## src/rtl/sdc_pkg.sv

```systemverilog
package sdc_pkg;

  // Stored control fields of a full-layout lower-bank frame.
  typedef struct packed {
    logic [2:0] port_cfg;
    logic       duty_half;
    logic [2:0] frame_div;
    logic       ext_clk;
    logic       seg_off;
    logic       pwr_save;
  } sdc_ctrl_t;

  localparam logic [7:0] SDC_DEV_ADDR = 8'h44;

endpackage

```

## src/rtl/sdc_sync.sv

```systemverilog
module sdc_sync #(
  parameter int W      = 3,
  parameter int STAGES = 2
) (
  input  logic         clk,
  input  logic         rst_n,
  input  logic [W-1:0] d_i,
  output logic [W-1:0] q_o
);

  logic [W-1:0] stg_q [STAGES];

  genvar g;
  for (g = 0; g < STAGES; g++) begin : g_stage
    if (g == 0) begin : g_first
      always_ff @(posedge clk or negedge rst_n) begin
        if (!rst_n) stg_q[g] <= '0;
        else        stg_q[g] <= d_i;
      end
    end else begin : g_next
      always_ff @(posedge clk or negedge rst_n) begin
        if (!rst_n) stg_q[g] <= '0;
        else        stg_q[g] <= stg_q[g-1];
      end
    end
  end

  assign q_o = stg_q[STAGES-1];

endmodule

```

## src/rtl/sdc_frame_rx.sv

```systemverilog
module sdc_frame_rx #(
  parameter int          ADDR_W   = 8,
  parameter logic [7:0]  DEV_ADDR = 8'h44,
  parameter int          FULL_LEN = 40,
  parameter int          CMP_LEN  = 32
) (
  input  logic                clk,
  input  logic                rst_n,
  input  logic                en_s,
  input  logic                sck_s,
  input  logic                dat_s,
  output logic                commit_o,
  output logic                full_o,
  output logic [FULL_LEN-1:0] frame_o
);

  localparam int CNT_W = $clog2(FULL_LEN + 2);
  localparam int IDX_W = $clog2(FULL_LEN);
  localparam int AC_W  = $clog2(ADDR_W + 1);
  localparam logic [CNT_W-1:0] CNT_FULL = CNT_W'(FULL_LEN);
  localparam logic [CNT_W-1:0] CNT_CMP  = CNT_W'(CMP_LEN);
  localparam logic [CNT_W-1:0] CNT_OVER = CNT_W'(FULL_LEN + 1);
  localparam logic [AC_W-1:0]  AC_DONE  = AC_W'(ADDR_W);

  logic                sck_d, en_d;
  logic                sck_rise, en_rise, en_fall;
  logic [ADDR_W-1:0]   addr_q, addr_n;
  logic [AC_W-1:0]     acnt_q, acnt_n;
  logic                match_q, match_n;
  logic [CNT_W-1:0]    bcnt_q, bcnt_n;
  logic [FULL_LEN-1:0] frame_q, frame_n;
  logic                commit_q, commit_n;
  logic                full_q, full_n;

  always_ff @(posedge clk or negedge rst_n) begin
    if (!rst_n) begin
      sck_d <= 1'b0;
      en_d  <= 1'b0;
    end else begin
      sck_d <= sck_s;
      en_d  <= en_s;
    end
  end

  assign sck_rise = sck_s & ~sck_d;
  assign en_rise  = en_s & ~en_d;
  assign en_fall  = ~en_s & en_d;

  always_comb begin
    addr_n   = addr_q;
    acnt_n   = acnt_q;
    match_n  = match_q;
    bcnt_n   = bcnt_q;
    frame_n  = frame_q;
    commit_n = 1'b0;
    full_n   = full_q;
    if (en_rise) begin
      bcnt_n  = '0;
      match_n = (acnt_q == AC_DONE) && (addr_q == DEV_ADDR);
    end else if (en_fall) begin
      commit_n = match_q && ((bcnt_q == CNT_FULL) || (bcnt_q == CNT_CMP));
      full_n   = (bcnt_q == CNT_FULL);
      addr_n   = '0;
      acnt_n   = '0;
      match_n  = 1'b0;
    end else if (sck_rise) begin
      if (!en_s) begin
        addr_n = {dat_s, addr_q[ADDR_W-1:1]};
        if (acnt_q != AC_DONE) acnt_n = acnt_q + AC_W'(1);
      end else if (match_q) begin
        if (bcnt_q < CNT_FULL) frame_n[bcnt_q[IDX_W-1:0]] = dat_s;
        if (bcnt_q != CNT_OVER) bcnt_n = bcnt_q + CNT_W'(1);
      end
    end
  end

  always_ff @(posedge clk or negedge rst_n) begin
    if (!rst_n) begin
      addr_q   <= '0;
      acnt_q   <= '0;
      match_q  <= 1'b0;
      bcnt_q   <= '0;
      frame_q  <= '0;
      commit_q <= 1'b0;
      full_q   <= 1'b0;
    end else begin
      addr_q   <= addr_n;
      acnt_q   <= acnt_n;
      match_q  <= match_n;
      bcnt_q   <= bcnt_n;
      frame_q  <= frame_n;
      commit_q <= commit_n;
      full_q   <= full_n;
    end
  end

  assign commit_o = commit_q;
  assign full_o   = full_q;
  assign frame_o  = frame_q;


  bcnt_bound_chk: assert property (@(posedge clk) disable iff (!rst_n)
    bcnt_q <= CNT_OVER);


  acnt_bound_chk: assert property (@(posedge clk) disable iff (!rst_n)
    acnt_q <= AC_DONE);


  commit_match_chk: assert property (@(posedge clk) disable iff (!rst_n)
    commit_q |-> $past(match_q));


  commit_after_fall_chk: assert property (@(posedge clk) disable iff (!rst_n)
    commit_q |-> !en_d);


  commit_pulse_chk: assert property (@(posedge clk) disable iff (!rst_n)
    commit_q |=> !commit_q);

endmodule

```

## src/rtl/sdc_cmd_regs.sv

```systemverilog
module sdc_cmd_regs
  import sdc_pkg::*;
#(
  parameter int FULL_LEN = 40,
  parameter int CMP_LEN  = 32,
  parameter int LO_W     = 28,
  parameter int HI_W     = 26
) (
  input  logic                 clk,
  input  logic                 rst_n,
  input  logic                 commit_i,
  input  logic                 full_i,
  input  logic [FULL_LEN-1:0]  frame_i,
  output logic [LO_W+HI_W-1:0] disp_o,
  output logic [2:0]           port_cfg_o,
  output logic                 duty_half_o,
  output logic [2:0]           frame_div_o,
  output logic                 ext_clk_o,
  output logic                 seg_off_o,
  output logic                 pwr_save_o,
  output logic                 compat_o
);

  localparam int CTL = LO_W + 1;

  logic [LO_W-1:0] lo_q, lo_n;
  logic [HI_W-1:0] hi_q, hi_n;
  sdc_ctrl_t       ctl_q, ctl_n;
  logic            cmp_q, cmp_n;
  logic            dir, ld_lo, ld_hi, ld_ctl, ld_cmp, duty_eff;

  assign dir    = full_i ? frame_i[FULL_LEN-1] : frame_i[CMP_LEN-1];
  assign ld_lo  = commit_i & ~dir;
  assign ld_hi  = commit_i & dir;
  assign ld_ctl = ld_lo & full_i;
  assign ld_cmp = ld_lo & ~full_i;

  always_comb begin
    lo_n  = ld_lo ? frame_i[LO_W-1:0] : lo_q;
    hi_n  = ld_hi ? frame_i[HI_W-1:0] : hi_q;
    ctl_n = ctl_q;
    cmp_n = cmp_q;
    if (ld_ctl) begin
      ctl_n.port_cfg  = frame_i[CTL+2:CTL];
      ctl_n.duty_half = frame_i[CTL+3];
      ctl_n.frame_div = frame_i[CTL+6:CTL+4];
      ctl_n.ext_clk   = frame_i[CTL+7];
      ctl_n.seg_off   = frame_i[CTL+8];
      ctl_n.pwr_save  = frame_i[CTL+9];
      cmp_n           = 1'b0;
    end else if (ld_cmp) begin
      ctl_n.pwr_save  = frame_i[LO_W];
      ctl_n.seg_off   = frame_i[LO_W+1];
      cmp_n           = 1'b1;
    end
  end

  always_ff @(posedge clk or negedge rst_n) begin
    if (!rst_n) begin
      lo_q  <= '0;
      hi_q  <= '0;
      ctl_q <= '0;
      cmp_q <= 1'b0;
    end else begin
      lo_q  <= lo_n;
      hi_q  <= hi_n;
      ctl_q <= ctl_n;
      cmp_q <= cmp_n;
    end
  end

  assign duty_eff    = cmp_q | ctl_q.duty_half;
  assign duty_half_o = duty_eff;
  assign port_cfg_o  = cmp_q ? 3'b000 : ctl_q.port_cfg;
  assign frame_div_o = cmp_q ? 3'b000 : ctl_q.frame_div;
  assign ext_clk_o   = cmp_q ? 1'b0   : ctl_q.ext_clk;
  assign seg_off_o   = ctl_q.seg_off;
  assign pwr_save_o  = ctl_q.pwr_save;
  assign compat_o    = cmp_q;
  assign disp_o      = {hi_q, lo_q[LO_W-1] & duty_eff, lo_q[LO_W-2:0]};


  hi_only_chk: assert property (@(posedge clk) disable iff (!rst_n)
    (commit_i && dir) |=> ($stable(lo_q) && $stable(ctl_q) && $stable(cmp_q)));


  cmp_set_chk: assert property (@(posedge clk) disable iff (!rst_n)
    (commit_i && !full_i && !dir) |=> cmp_q);


  hold_chk: assert property (@(posedge clk) disable iff (!rst_n)
    !commit_i |=> ($stable(lo_q) && $stable(hi_q) && $stable(ctl_q) && $stable(cmp_q)));

endmodule

```

## src/rtl/ser_disp_cmd_rx.sv

```systemverilog
module ser_disp_cmd_rx
  import sdc_pkg::*;
#(
  parameter int         ADDR_W      = 8,
  parameter logic [7:0] DEV_ADDR    = SDC_DEV_ADDR,
  parameter int         FULL_LEN    = 40,
  parameter int         CMP_LEN     = 32,
  parameter int         LO_W        = 28,
  parameter int         HI_W        = 26,
  parameter int         SYNC_STAGES = 2
) (
  input  logic                 clk,
  input  logic                 rst_n,
  input  logic                 ser_en_i,
  input  logic                 ser_clk_i,
  input  logic                 ser_dat_i,
  output logic [LO_W+HI_W-1:0] disp_o,
  output logic [2:0]           port_cfg_o,
  output logic                 duty_half_o,
  output logic [2:0]           frame_div_o,
  output logic                 ext_clk_o,
  output logic                 seg_off_o,
  output logic                 pwr_save_o,
  output logic                 compat_o
);

  logic                rst_m_q, rst_s_q;
  logic [2:0]          sync_q;
  logic                commit, full;
  logic [FULL_LEN-1:0] frame;

  always_ff @(posedge clk or negedge rst_n) begin
    if (!rst_n) begin
      rst_m_q <= 1'b0;
      rst_s_q <= 1'b0;
    end else begin
      rst_m_q <= 1'b1;
      rst_s_q <= rst_m_q;
    end
  end

  sdc_sync #(.W(3), .STAGES(SYNC_STAGES)) u_sync (
    .clk   (clk),
    .rst_n (rst_s_q),
    .d_i   ({ser_en_i, ser_clk_i, ser_dat_i}),
    .q_o   (sync_q)
  );

  sdc_frame_rx #(
    .ADDR_W(ADDR_W), .DEV_ADDR(DEV_ADDR), .FULL_LEN(FULL_LEN), .CMP_LEN(CMP_LEN)
  ) u_rx (
    .clk      (clk),
    .rst_n    (rst_s_q),
    .en_s     (sync_q[2]),
    .sck_s    (sync_q[1]),
    .dat_s    (sync_q[0]),
    .commit_o (commit),
    .full_o   (full),
    .frame_o  (frame)
  );

  sdc_cmd_regs #(
    .FULL_LEN(FULL_LEN), .CMP_LEN(CMP_LEN), .LO_W(LO_W), .HI_W(HI_W)
  ) u_regs (
    .clk         (clk),
    .rst_n       (rst_s_q),
    .commit_i    (commit),
    .full_i      (full),
    .frame_i     (frame),
    .disp_o      (disp_o),
    .port_cfg_o  (port_cfg_o),
    .duty_half_o (duty_half_o),
    .frame_div_o (frame_div_o),
    .ext_clk_o   (ext_clk_o),
    .seg_off_o   (seg_off_o),
    .pwr_save_o  (pwr_save_o),
    .compat_o    (compat_o)
  );

endmodule

```

## config.mk

```make
export PLATFORM = sky130hd
export DESIGN_NAME = ser_disp_cmd_rx
export DESIGN_NICKNAME = d
export VERILOG_FILES = /design/src/rtl/sdc_pkg.sv /design/src/rtl/sdc_sync.sv /design/src/rtl/sdc_frame_rx.sv /design/src/rtl/sdc_cmd_regs.sv /design/src/rtl/ser_disp_cmd_rx.sv
export SDC_FILE = /design/constraint.sdc
export NUM_CORES = 1
export LEC_CHECK = 0
export BUFFER_PORTS_ARGS = -buffer_cell sky130_fd_sc_hd__clkbuf_2
export CAP_MARGIN = 20
export CORE_ASPECT_RATIO = 0.8
export CORE_MARGIN = 1.5
export CORE_UTILIZATION = 40
export CTS_CLUSTER_DIAMETER = 100
export DETAILED_ROUTE_END_ITERATION = 7
export PLACE_DENSITY = 0.62
export SYNTH_ARGS = -nofsm -noshare
export SYNTH_HDL_FRONTEND = slang
export SYNTH_SLANG_ARGS = --single-unit
```

## constraint.sdc

```tcl
create_clock -name clk -period 10 [get_ports clk]
set_input_delay 2 -clock clk [delete_from_list [all_inputs] [get_ports clk]]
set_output_delay 2 -clock clk [all_outputs]
set_load 0.05 [all_outputs]
```

==> results of run 1 <==
## sequential cells by signal, summed over array words and instances, names as in the netlist, 3 cells and up
| name | cells |
|---|---|
| u_regs.hi_q | 26 |
| u_rx.frame_o | 40 |
| u_regs.lo_q | 28 |
| u_sync.q_o | 3 |
| u_rx.bcnt_q | 6 |
| u_sync.stg_q | 3 |
| u_regs.ctl_q | 8 |
| u_rx.addr_q | 8 |
| u_rx.acnt_q | 4 |
## metrics by stage
| stage | std cells | utilization [%] | power [mW] | area (sq um) | hold WS (ns) |
|---|---|---|---|---|---|
| final | 738 | 48.3 | 1.30 | 6960 | 0.349 |
| after global routing | 738 | 48.3 | 1.35 | 6960 | 0.365 |
| after CTS | 736 | 48.1 | 1.31 | 6920 | 0.351 |
| after detailed placement | 704 | 43.5 | 0.626 | 6270 | 0.338 |
| after global placement | 704 | 43.5 | 0.622 | 6270 | 0.337 |
| after floorplan | 497 | - | 0.613 | 5960 | 0.331 |
## cells in the final DEF, fill, tap and decap left out, types with 3 or more instances in the layout
master and count:
clkinvlp_4 4, dfrtp_1 135, nor2b_1 8, nor2_1 25, nand2_1 80, nand2b_1 3
buf_4 4, ha_1 7, clkbuf_16 17, inv_1 9, nor3_1 9, mux2_1 12
and3_1 3, bufinv_16 5, clkbuf_2 69, nand3_1 5, mux2_2 81, nor3b_1 3
o21ai_0 15, clkinv_2 4, or3_1 5, nand4_1 5
## worst max-delay path by stage
stage | startpoint | to | depth (start not counted) | slack, ns
3_3_place_gp | u_regs.compat_o$_DFFE_PN0P_ | disp_o[27] | 3 | 6.84
3_5_place_dp | u_regs.compat_o$_DFFE_PN0P_ | disp_o[27] | 3 | 6.80
5_1_grt | u_regs.compat_o$_DFFE_PN0P_ | disp_o[27] | 3 | 6.29
6_report | u_regs.compat_o$_DFFE_PN0P_ | disp_o[27] | 3 | 6.38
4_1_cts | u_regs.compat_o$_DFFE_PN0P_ | disp_o[27] | 3 | 6.36
2_1_floorplan | rst_s_q$_DFF_PN0_ | u_regs.compat_o$_DFFE_PN0P_ | 0 | 5.93
## synthesized netlist by cell type, types with 2 or more instances
cell type,n,area [sq um]
a21oi_1,2,10.0
nor2_1,25,93.8
or2_2,2,12.5
mux2_2,81,912
o211ai_1,2,15.0
and2_1,2,12.5
and3b_1,2,17.5
or3_1,5,31.3
buf_2,7,35.0
nand2_1,80,300
nand3b_1,2,15.0
o21ai_0,15,75.1
mux2_4,2,30.0
nor4b_4,2,47.6
nor2b_1,8,50.1
inv_1,9,33.8
nand2b_1,3,18.8
mux2i_1,2,20.0
nand4_1,5,31.3
and3_1,3,18.8
dfrtp_1,136,3400
buf_1,2,7.51
clkbuf_1,13,48.8
nor3_1,9,45.0
ha_1,7,87.6
o22ai_1,2,12.5
o311ai_0,2,17.5
buf_4,27,203
nand3_1,5,25.0
nor4_1,2,12.5
mux2_1,12,135
o31a_1,2,17.5
nor3b_1,3,22.5
## power by group
part / leakage, nW / internal, mW / switching [mW]
clock: 0.311 / 0.454 / 0.231
sequential: 1.87 / 0.563 / 0.0173
combinational: 1.33 / 0.0151 / 0.0216
## metal layers
metal,share of wire [%],up-vias,track usage [%]
met2,44,88,23.1
met3,5.6,11,4.91
met4,0.94,0,4.68
met1,50,1844,23.0
met5,0,-,0
li1,-,1766,-
## final cells by class
cell class,count,area (sq um),area share (%)
Multi-Input combinational cell,302,2230,32.0
Sequential cell,136,3410,49.0
Inverter,10,37.5,0.540
Clock buffer,19,453,6.51
Clock inverter,13,200,2.88
Timing Repair Buffer,74,403,5.79
Tap cell,184,230,3.31
## cell families (layout without fill, tap and decap cells)
family | after synthesis | count (layout) | share of synthesized area [%]
DFF | 136 | 136 | 57.1
adders and majority gates | 7 | 7 | 1.47
other | 1 | 1 | 0.0629
buffers and inverters | 59 | 116 | 5.56
and+or+nand+nor | 165 | 165 | 14.0
muxes | 97 | 97 | 18.4
AOI/OAI and AO/OA | 32 | 32 | 3.42
==> summary.md, run 1 <==
| Metric | Value |
|---|---|
| Final Max Tran Viols | 0 |
| Reg2Reg Setup Slack | 7.53 ns |
| CP Data Required Time | 8.00 ns |
| Via count of the first global-routing pass | between 3000 and 4000 |
| Sequential-to-total area share from yosys stat | between 50% and 60% |
| CTS root buffer | clkbuf_16 |
| Clock-pin slew on the worst setup and hold paths | 0.06 ns |
| CTS Sinks | 136 |
| ANT nets after route | 0 |
| Ys Warns | 0 |
| WHS Endpoint | u_sync.q_o[0]$_DFF_PN0_ |
| Share of layout cells above drive strength 1 | between 30% and 40% |
| Final worst slack | around 6.4 ns |
| Nets | 553 |
| Status | finished, violations left |
| CP max-delay cell | dfrtp_1 |
| Worst clock skew | 0.00640 ns |
| Slew HR | 42.2% |
| Total grt overflow | 0 |
| Routability cong. | around 0.84 |
| Worst r2r src | u_sync.q_o[2]$_DFF_PN0_ |
| Setup_tns | 0 ns |
| Peak supply drop | 0.000124 V |
| Worst EP arrival | 1.62 ns |
| Crit Path Max Fanout | 10 |
| Drt via density | ~5.0 |
| CTS tree | done |
| Hold_buf cts | 0 |
| Port Buf Inserts | 69 |
| Vias | 3709 |
| Wire per inst | 15.5 um |
| Syn Std Cell Area | 0.00596 sq mm |
| WHS Path Cells | 0 |
| Largest stage delay on the critical path | 0.48 ns |
| Reg2Reg Depth | 6 |
| PD cells | 187 mW/mm^2 |
| Full die area | 0.0156 sq mm |
| Hold WC Path Type | register to register |
| Static leakage | around 3.5 nW |
| Fill cell count | 1289 |
| Ant diodes | 0 |
| Yosys reg bits | between 100 and 150 |
| DRC | 7 |
| Die Y-Extent | between 100 and 150 um |
| Hold path start | u_sync.stg_q[3]$_DFF_PN0_ |
| Number of synthesized flops with an enable pin | 0 |
| Buf/Inv on CP | 1 |
| Final hold vios | 0 |
| Avg Inst Size Synth | 12.0 sq um |
| Starting DRT DRC Count | 210 |
| Period minus WS final | 3.62 ns |
| Mapped Nets | 509 |
| Clock Tree Buf Depth | 2 |
| Initial core utilization | around two fifths |
| Reg2reg end | u_rx.frame_o[12]$_DFFE_PN0P_ |
| Critical Path, Cell by Cell | or2_2 > and2_1 > clkbuf_2 |
| Gr usage total | 15.9% |
| Share of synthesized registers carrying an async set or reset | 100% |
| Slew @ Worst Pin | 0.868 ns |
| Initial antenna violation count | 0 |
| Max Clock Freq | roughly 0.28 GHz |
| Largest net degree at the start of global routing | 69 |
| Max cap viols | 0 |
| Core Footprint | 0.0144 sq mm |
| Area growth, synth to finish | 16.7% |
| CP endpoint kind | primary output |
| Failing checks | DRC |
| Global-route wire length before repair | around 20000 um |
| RSZ-0062 raised after global routing | no |
| Initial DRT Pass Iterations | 6 |
| Post-CTS Setup Repair Bufs | 0 |
| Die width | 139 um |
| Clk_lat worst skew | 0.41 ns |
| Dpl ws | just under 7 ns |
| Crit path max-delay family | simple AND/OR/NAND/NOR gates |
| Part of the cycle the worst path needs | 36.2% |
| CP startpoint kind | register |
| Prevailing post-synth register cell | dfrtp_1 |
| # rows | 39 |
| Synth Instances | 497 |
| Post-DP HPWL | between 7000 and 8000 um |
| H-tree depth | 4 |
| PostCTS Resize Cnt | 0 |
| Total I/O pin count | 70 |
| Synth cell types | 49 |
| Critical setup path kind | register to primary output |
| Drt total wl | around 11000 um |
| CTS buffer count | 17 |
| # setup viols final | 0 |
No activity file was read; power rests on OpenSTA's default activity.
==> inputs of run 2 (changes only) <==
Clock period 10 ns to 3.8 ns, I/O delays scaled along.
==> run 2 against run 1 <==
Compared with the run above: the run still ends with DRC left; sequential cell count unchanged; clock power up 140%; via count up 2.8%.
==> summary.md, run 2 (synthesized netlist as in run 1, its figures left out) <==
| Metric | Value |
|---|---|
| Max Clock Freq | 0.415 GHz |
| Clock Tree Buf Depth | 2 (unchanged) |
| Starting DRT DRC Count | 184 (-12%) |
| # setup viols final | 0 (unchanged) |
| Setup_tns | 0 ns (unchanged) |
| Drt total wl | 11900 um (+4.3%) |
| CTS root buffer | clkbuf_16 |
| Part of the cycle the worst path needs | 63.5% |
| CTS buffer count | 17 (unchanged) |
| Via count of the first global-routing pass | 3868 (+1.4%) |
| Cells after DPL | 704 (unchanged) |
| DRC | 6 (-1) |
| PD cells | 475 mW/mm^2 (+150%) |
| CP startpoint kind | register |
| Most common cell after layout, fill and taps aside | dfrtp_1 |
| Die width | 139 um (unchanged) |
| Share of layout cells above drive strength 1 | 35.6% (unchanged) |
| Drt via density | 5.17 (+2.8%) |
| Period minus WS final | 2.41 ns |
| Clock-pin slew on the worst setup and hold paths | 0.06 ns (about the same) |
| Worst clock skew | 0.00949 ns (+0.00310 ns) |
| Critical Path, Cell by Cell | inv_1 > ha_1 > or3b_4 > nor4_4 > nand2_1 > mux2_1 |
| Hold WC Path Type | input pin to asynchronous set/reset pin |
| Post-CTS Setup Repair Bufs | 0 (unchanged) |
| Total I/O pin count | 70 (unchanged) |
| Peak supply drop | 0.000359 V (+190%) |
| Status | finished, violations left |
| Hold_buf cts | 0 (unchanged) |
| PostCTS Resize Cnt | 0 (unchanged) |
| Total grt overflow | 0 (unchanged) |
| Slew HR | 42.5% (+0.35 points) |
| Global-route wire length before repair | 19900 um (+1.3%) |
| Initial DRT Pass Iterations | 8 (+2) |
| Reg2Reg Setup Slack | 1.39 ns (-6.14 ns) |
| CTS Sinks | 136 (unchanged) |
| Initial antenna violation count | 0 (unchanged) |
| Clk_lat worst skew | 0.42 ns (about the same) |
| Util after Layout | 48.0% (-0.28 points) |
| Flip-flop count of the largest register after layout | 40 (unchanged) |
| Largest stage delay on the critical path | 0.49 ns (about the same) |
| Ant diodes | 0 (unchanged) |
| Largest net degree at the start of global routing | 85 (+23%) |
| Area growth, synth to finish | 16.0% |
| Post-DP HPWL | 8000 um (+3.2%) |
| Full die area | 0.0156 sq mm (unchanged) |
| Failing checks | DRC |
| Worst EP arrival | 2.71 ns (+1.09 ns) |
| Most frequent cells in the layout | dfrtp_1, mux2_2, nand2_1 |
| Initial core utilization | 41.4% (unchanged) |
| # rows | 39 (unchanged) |
| Gr usage total | 16.4% (+0.47 points) |
| Routability cong. | 0.862 (+2.4%) |
| H-tree depth | 4 (unchanged) |
| RSZ-0062 raised after global routing | no |
| Vias | 3813 (+2.8%) |
| CTS tree | done |
| Final hold vios | 0 (unchanged) |
| Crit Path Max Fanout | 22 (+12) |
| CP max-delay cell | or3b_4 |
| Slew @ Worst Pin | 0.856 ns (-0.0119 ns) |
| CP endpoint kind | register |
| Die Y-Extent | 112 um (unchanged) |
| Max cap viols | 0 (unchanged) |
| Core Footprint | 0.0144 sq mm (unchanged) |
| Port Buf Inserts | 69 (unchanged) |
| Wire per inst | 16.1 um (+4.3%) |
| Nets | 553 (unchanged) |
| Post-Layout Cell Count | 738 (unchanged) |
| Final Max Tran Viols | 0 (unchanged) |
| ANT nets after route | 0 (unchanged) |
| Static leakage | 3.50 nW (-0.43%) |
| Critical setup path kind | register to register |
| CP Data Required Time | 4.10 ns (-3.90 ns) |
[run 2: per-layer routing]
| layer | vias up | track usage, % | wire [um] |
|---|---|---|---|
| met2 | 108 | 24.3 | 5270 |
| met5 | - | 0 | 0 |
| met3 | 20 | 4.35 | 756 |
| met1 | 1919 | 23.1 | 5780 |
| li1 | 1766 | - | - |
| met4 | 0 | 6.24 | 116 |
[run 2: worst max-delay path, delay by kind of cell, from the launching register on]
kind	cells	cell delay (ns)
fa+ha+maj	1	0.44
buf+inv	1	0.07
flops	1	0.45
mux	1	0.35
simple gates	3	0.98
[run 2: report_power, final]
group          internal [mW]  leakage [nW]  total, mW  switching, mW
combinational         0.0413          1.34      0.104         0.0630
sequential              1.48          1.87       1.52         0.0425
clock                   1.03         0.291       1.65          0.622
[run 2: worst paths after layout]
| check | from | end | cells after the start |
|---|---|---|---|
| max in group asynchronous | rst_s_q$_DFF_PN0_ | u_rx.bcnt_q[1]$_DFFE_PN0P_ | 1 |
| max | u_sync.q_o[2]$_DFF_PN0_ | u_rx.frame_o[32]$_DFFE_PN0P_ | 6 |
| min in group clk | u_sync.stg_q[4]$_DFF_PN0_ | u_sync.q_o[1]$_DFF_PN0_ | 0 |
| min | rst_n | rst_s_q$_DFF_PN0_ | 1 |
| min reg2reg | u_sync.stg_q[4]$_DFF_PN0_ | u_sync.q_o[1]$_DFF_PN0_ | 0 |
| max reg2reg | u_sync.q_o[2]$_DFF_PN0_ | u_rx.frame_o[32]$_DFFE_PN0P_ | 6 |
[run 2: final cells by class]
class	instances	area (sq um)
inverter	10	37.5
clock inverter	11	120
tap	184	230
multi-input combinational	302	2230
clock buffer	21	480
timing repair buffer	74	415
sequential	136	3410
fill	1288	7480
[run 2: per-stage QoR]
step	instance area, sq um	power (mW)	hold WS [ns]	worst slack [ns]
after CTS	6880	3.31	0.105	1.15
after global routing	6920	3.40	0.0985	1.17
after floorplan	5960	1.61	0.331	1.45
after global placement	6280	1.64	0.337	1.37
after detailed placement	6280	1.65	0.342	1.16
final	6920	3.28	0.112	1.39
==> inputs of run 3 (changes only) <==
Settings changed: ABC_AREA set to 1, PLACE_DENSITY 0.62 to 0.64.
Clock period 3.8 ns to 2.2 ns, I/O delays scaled along.
==> run 3 against run 2 <==
Compared with the run above: the run now ends clean; critical endpoint is now disp_o[27]; worst hold slack improved by 0.019 ns; highest routed layer unchanged; combinational power rose to 4.3 times the previous value; sequential share of layout area fell by 2.1 points; critical path depth fell by 3; clock power rose by 88%; largest power group unchanged; register-to-register slack got worse by 1.0 ns.
==> summary.md, run 3 <==
| Metric | Value |
|---|---|
| Status | finished, final reports clean |
| Synth area leader | dfrtp_1 |
| Slew HR | 38.8% (-3.8 points) |
| Syn Std Cell Area | 0.00629 sq mm (+5.5%) |
| Dpl ws | 0.350 ns (-0.807 ns) |
| Cell Area, Placed | 0.00658 sq mm (+4.7%) |
| Die width | 143 um (+2.6%) |
| Most common cell after layout, fill and taps aside | nand2_1 |
| Post-DP HPWL | 8950 um (+12%) |
| Hold WC Path Type | input pin to register |
| Share of the synthesized area in the top cell type | 54.1% (-3.0 points) |
| Initial core utilization | 41.5% (+0.052 points) |
| Vias | 4922 (+29%) |
| CTS Sinks | 136 (unchanged) |
| Fill cell count | 1487 (+15%) |
| Slew @ Worst Pin | 0.918 ns (+0.0618 ns) |
| Share of layout cells above drive strength 1 | 15.5% (-20 points) |
| Global-route wire length before repair | 23500 um (+18%) |
| FF+latch area | 0.00341 sq mm (unchanged) |
| Crit Path Max Fanout | 9 (-59%) |
| # rows | 40 (+2.6%) |
| # setup viols final | 0 (unchanged) |
| Crit path max-delay family | flip-flops |
| Total grt overflow | 0 (unchanged) |
| Max Clock Freq | 0.513 GHz |
| Final hold vios | 0 (unchanged) |
| Ant diodes | 0 (unchanged) |
| Drt total wl | 13600 um (+14%) |
| CP endpoint kind | primary output |
| Part of the cycle the worst path needs | about nine tenths |
| PD cells | 866 mW/mm^2 (+83%) |
| DRC | 0 (-6) |
| Hold_buf cts | 1 (+1) |
| CP startpoint kind | register |
| Via count of the first global-routing pass | 4638 (+20%) |
| Initial DRT Pass Iterations | 5 (-3) |
| Most common cell in the netlist | nand2_1 |
| Wire per inst | 13.2 um (-18%) |
| Ys Warns | 0 (unchanged) |
| Max cap viols | 0 (unchanged) |
| Starting DRT DRC Count | 336 (+83%) |
| Core Footprint | 0.0152 sq mm (+5.3%) |
| Worst clock skew | 0.00887 ns (-0.000625 ns) |
| Worst EP arrival | 1.51 ns (-1.20 ns) |
| CTS buffer count | 17 (unchanged) |
| Final instance area | 0.00723 sq mm (+4.5%) |
| Synth cell types | 27 (-45%) |
| CP Data Required Time | 1.76 ns (-2.34 ns) |
| Final worst slack | 0.252 ns (-1.14 ns) |
| Top cells by count, synth | nand2_1, dfrtp_1, nand3_1 |
| Top post-synthesis cells by area | dfrtp_1, nand2_1, nand3_1 |
| Critical setup path kind | register to primary output |
| Mapped Nets | 783 (+54%) |
| Total I/O pin count | 70 (unchanged) |
| Sequential-to-total area share from yosys stat | 54.1% (-3.0 points) |
| CTS tree | done |
| Peak supply drop | 0.000599 V (+67%) |
| Multi-input gate area | 0.00231 sq mm (+4.0%) |
| Gr usage total | 18.5% (+2.1 points) |
| Setup_tns | 0 ns (unchanged) |
| Number of synthesized flops with an enable pin | 0 (unchanged) |
| PostCTS Resize Cnt | 0 (unchanged) |
| Period minus WS final | roughly 1.9 ns |
| RSZ-0062 raised after global routing | no |
| Buf/Inv on CP | 2 (+1) |
| Area growth, synth to finish | 15.0% |
| CP max-delay cell | dfrtp_1 |
| Drt via density | 4.77 (-7.6%) |
| Clock-pin slew on the worst setup and hold paths | 0.06 ns (about the same) |
| Prevailing post-synth register cell | dfrtp_1 |
| Clock Tree Buf Depth | 2 (unchanged) |
| Full die area | 0.0165 sq mm (+5.3%) |
| Initial antenna violation count | 0 (unchanged) |
| Clk_lat worst skew | 0.42 ns (about the same) |
| Flip-flop count of the largest register after layout | 40 (unchanged) |
| Yosys reg bits | 136 (unchanged) |
| Synth Instances | 771 (+55%) |
| Final Max Tran Viols | 0 (unchanged) |
| CTS root buffer | clkbuf_16 |
| Port Buf Inserts | 69 (unchanged) |
| Routability cong. | 0.816 (-5.3%) |
| Avg Inst Size Synth | 8.15 sq um (-32%) |
| Share of synthesized registers carrying an async set or reset | 100% (unchanged) |
| Die Y-Extent | 115 um (+2.6%) |
| Largest stage delay on the critical path | 0.51 ns (+0.02 ns) |
| Static leakage | 3.86 nW (+10%) |
| Post-CTS Setup Repair Bufs | 0 (unchanged) |
| ANT nets after route | 0 (unchanged) |
| Nets | 820 (+48%) |
| H-tree depth | 4 (unchanged) |
| Most frequent cells in the layout | nand2_1, dfrtp_1, nand3_1 |
| Largest net degree at the start of global routing | 46 (-46%) |
| Critical Path, Cell by Cell | inv_1 > a21oi_1 > clkbuf_2 |
[run 3: final timing paths]
kind,cells past startpoint,end,slack [ns],from
max reg2reg,8,u_rx.frame_o[32]$_DFFE_PN0P_,0.35,u_sync.q_o[2]$_DFF_PN0_
min,1,u_sync.stg_q[4]$_DFF_PN0_,0.13,ser_clk_i
min reg2reg,0,u_regs.hi_q[12]$_DFFE_PN0P_,0.26,rst_s_q$_DFF_PN0_
min in group asynchronous,0,u_regs.hi_q[12]$_DFFE_PN0P_,0.26,rst_s_q$_DFF_PN0_
max,3,disp_o[27],0.25,u_regs.compat_o$_DFFE_PN0P_
max in group asynchronous,1,u_regs.lo_q[27]$_DFFE_PN0N_,1.28,rst_s_q$_DFF_PN0_
[run 3: through the flow]
stage | total power, mW | utilization [%] | hold slack, ns | instances
6_report | 6.26 | 47.7 | 0.131 | 1031
5_1_grt | 6.52 | 47.7 | 0.117 | 1031
4_1_cts | 6.31 | 47.7 | 0.118 | 1031
3_5_place_dp | 3.19 | 43.4 | 0.227 | 998
3_3_place_gp | 3.19 | 43.4 | 0.228 | 998
2_1_floorplan | 3.06 | - | 0.144 | 771
[run 3: cell families after synthesis]
group           after synthesis  synth area share [%]
fa+ha+maj                     7                  1.39
simple gates                496                  32.4
xor+xnor                      4                 0.557
compound gates               30                  2.41
other cells                   1                0.0596
buf+inv                      97                  9.05
flops                       136                  54.1
[run 3: layout make-up]
cell class              instances  share of cell area (%)
flip-flops and latches        136                    47.1
multi-input cells             538                    32.0
repair buffers                 81                    6.58
clock buffers                  17                    5.89
well taps                     210                    3.64
clock inverters                15                    2.98
inverters                      34                    1.77
[run 3: metal layers]
layer	track usage (%)	vias to the layer above	wire (um)
li1	-	2457	-
met3	3.50	17	770
met2	26.0	142	5560
met4	7.15	0	214
met5	0	-	0
met1	28.2	2306	7090
[run 3: power by group]
part,internal [mW],total (mW),leakage [nW],switching (mW)
registers,2.58,2.70,1.87,0.119
logic,0.137,0.450,1.68,0.314
clock network,1.93,3.11,0.309,1.18
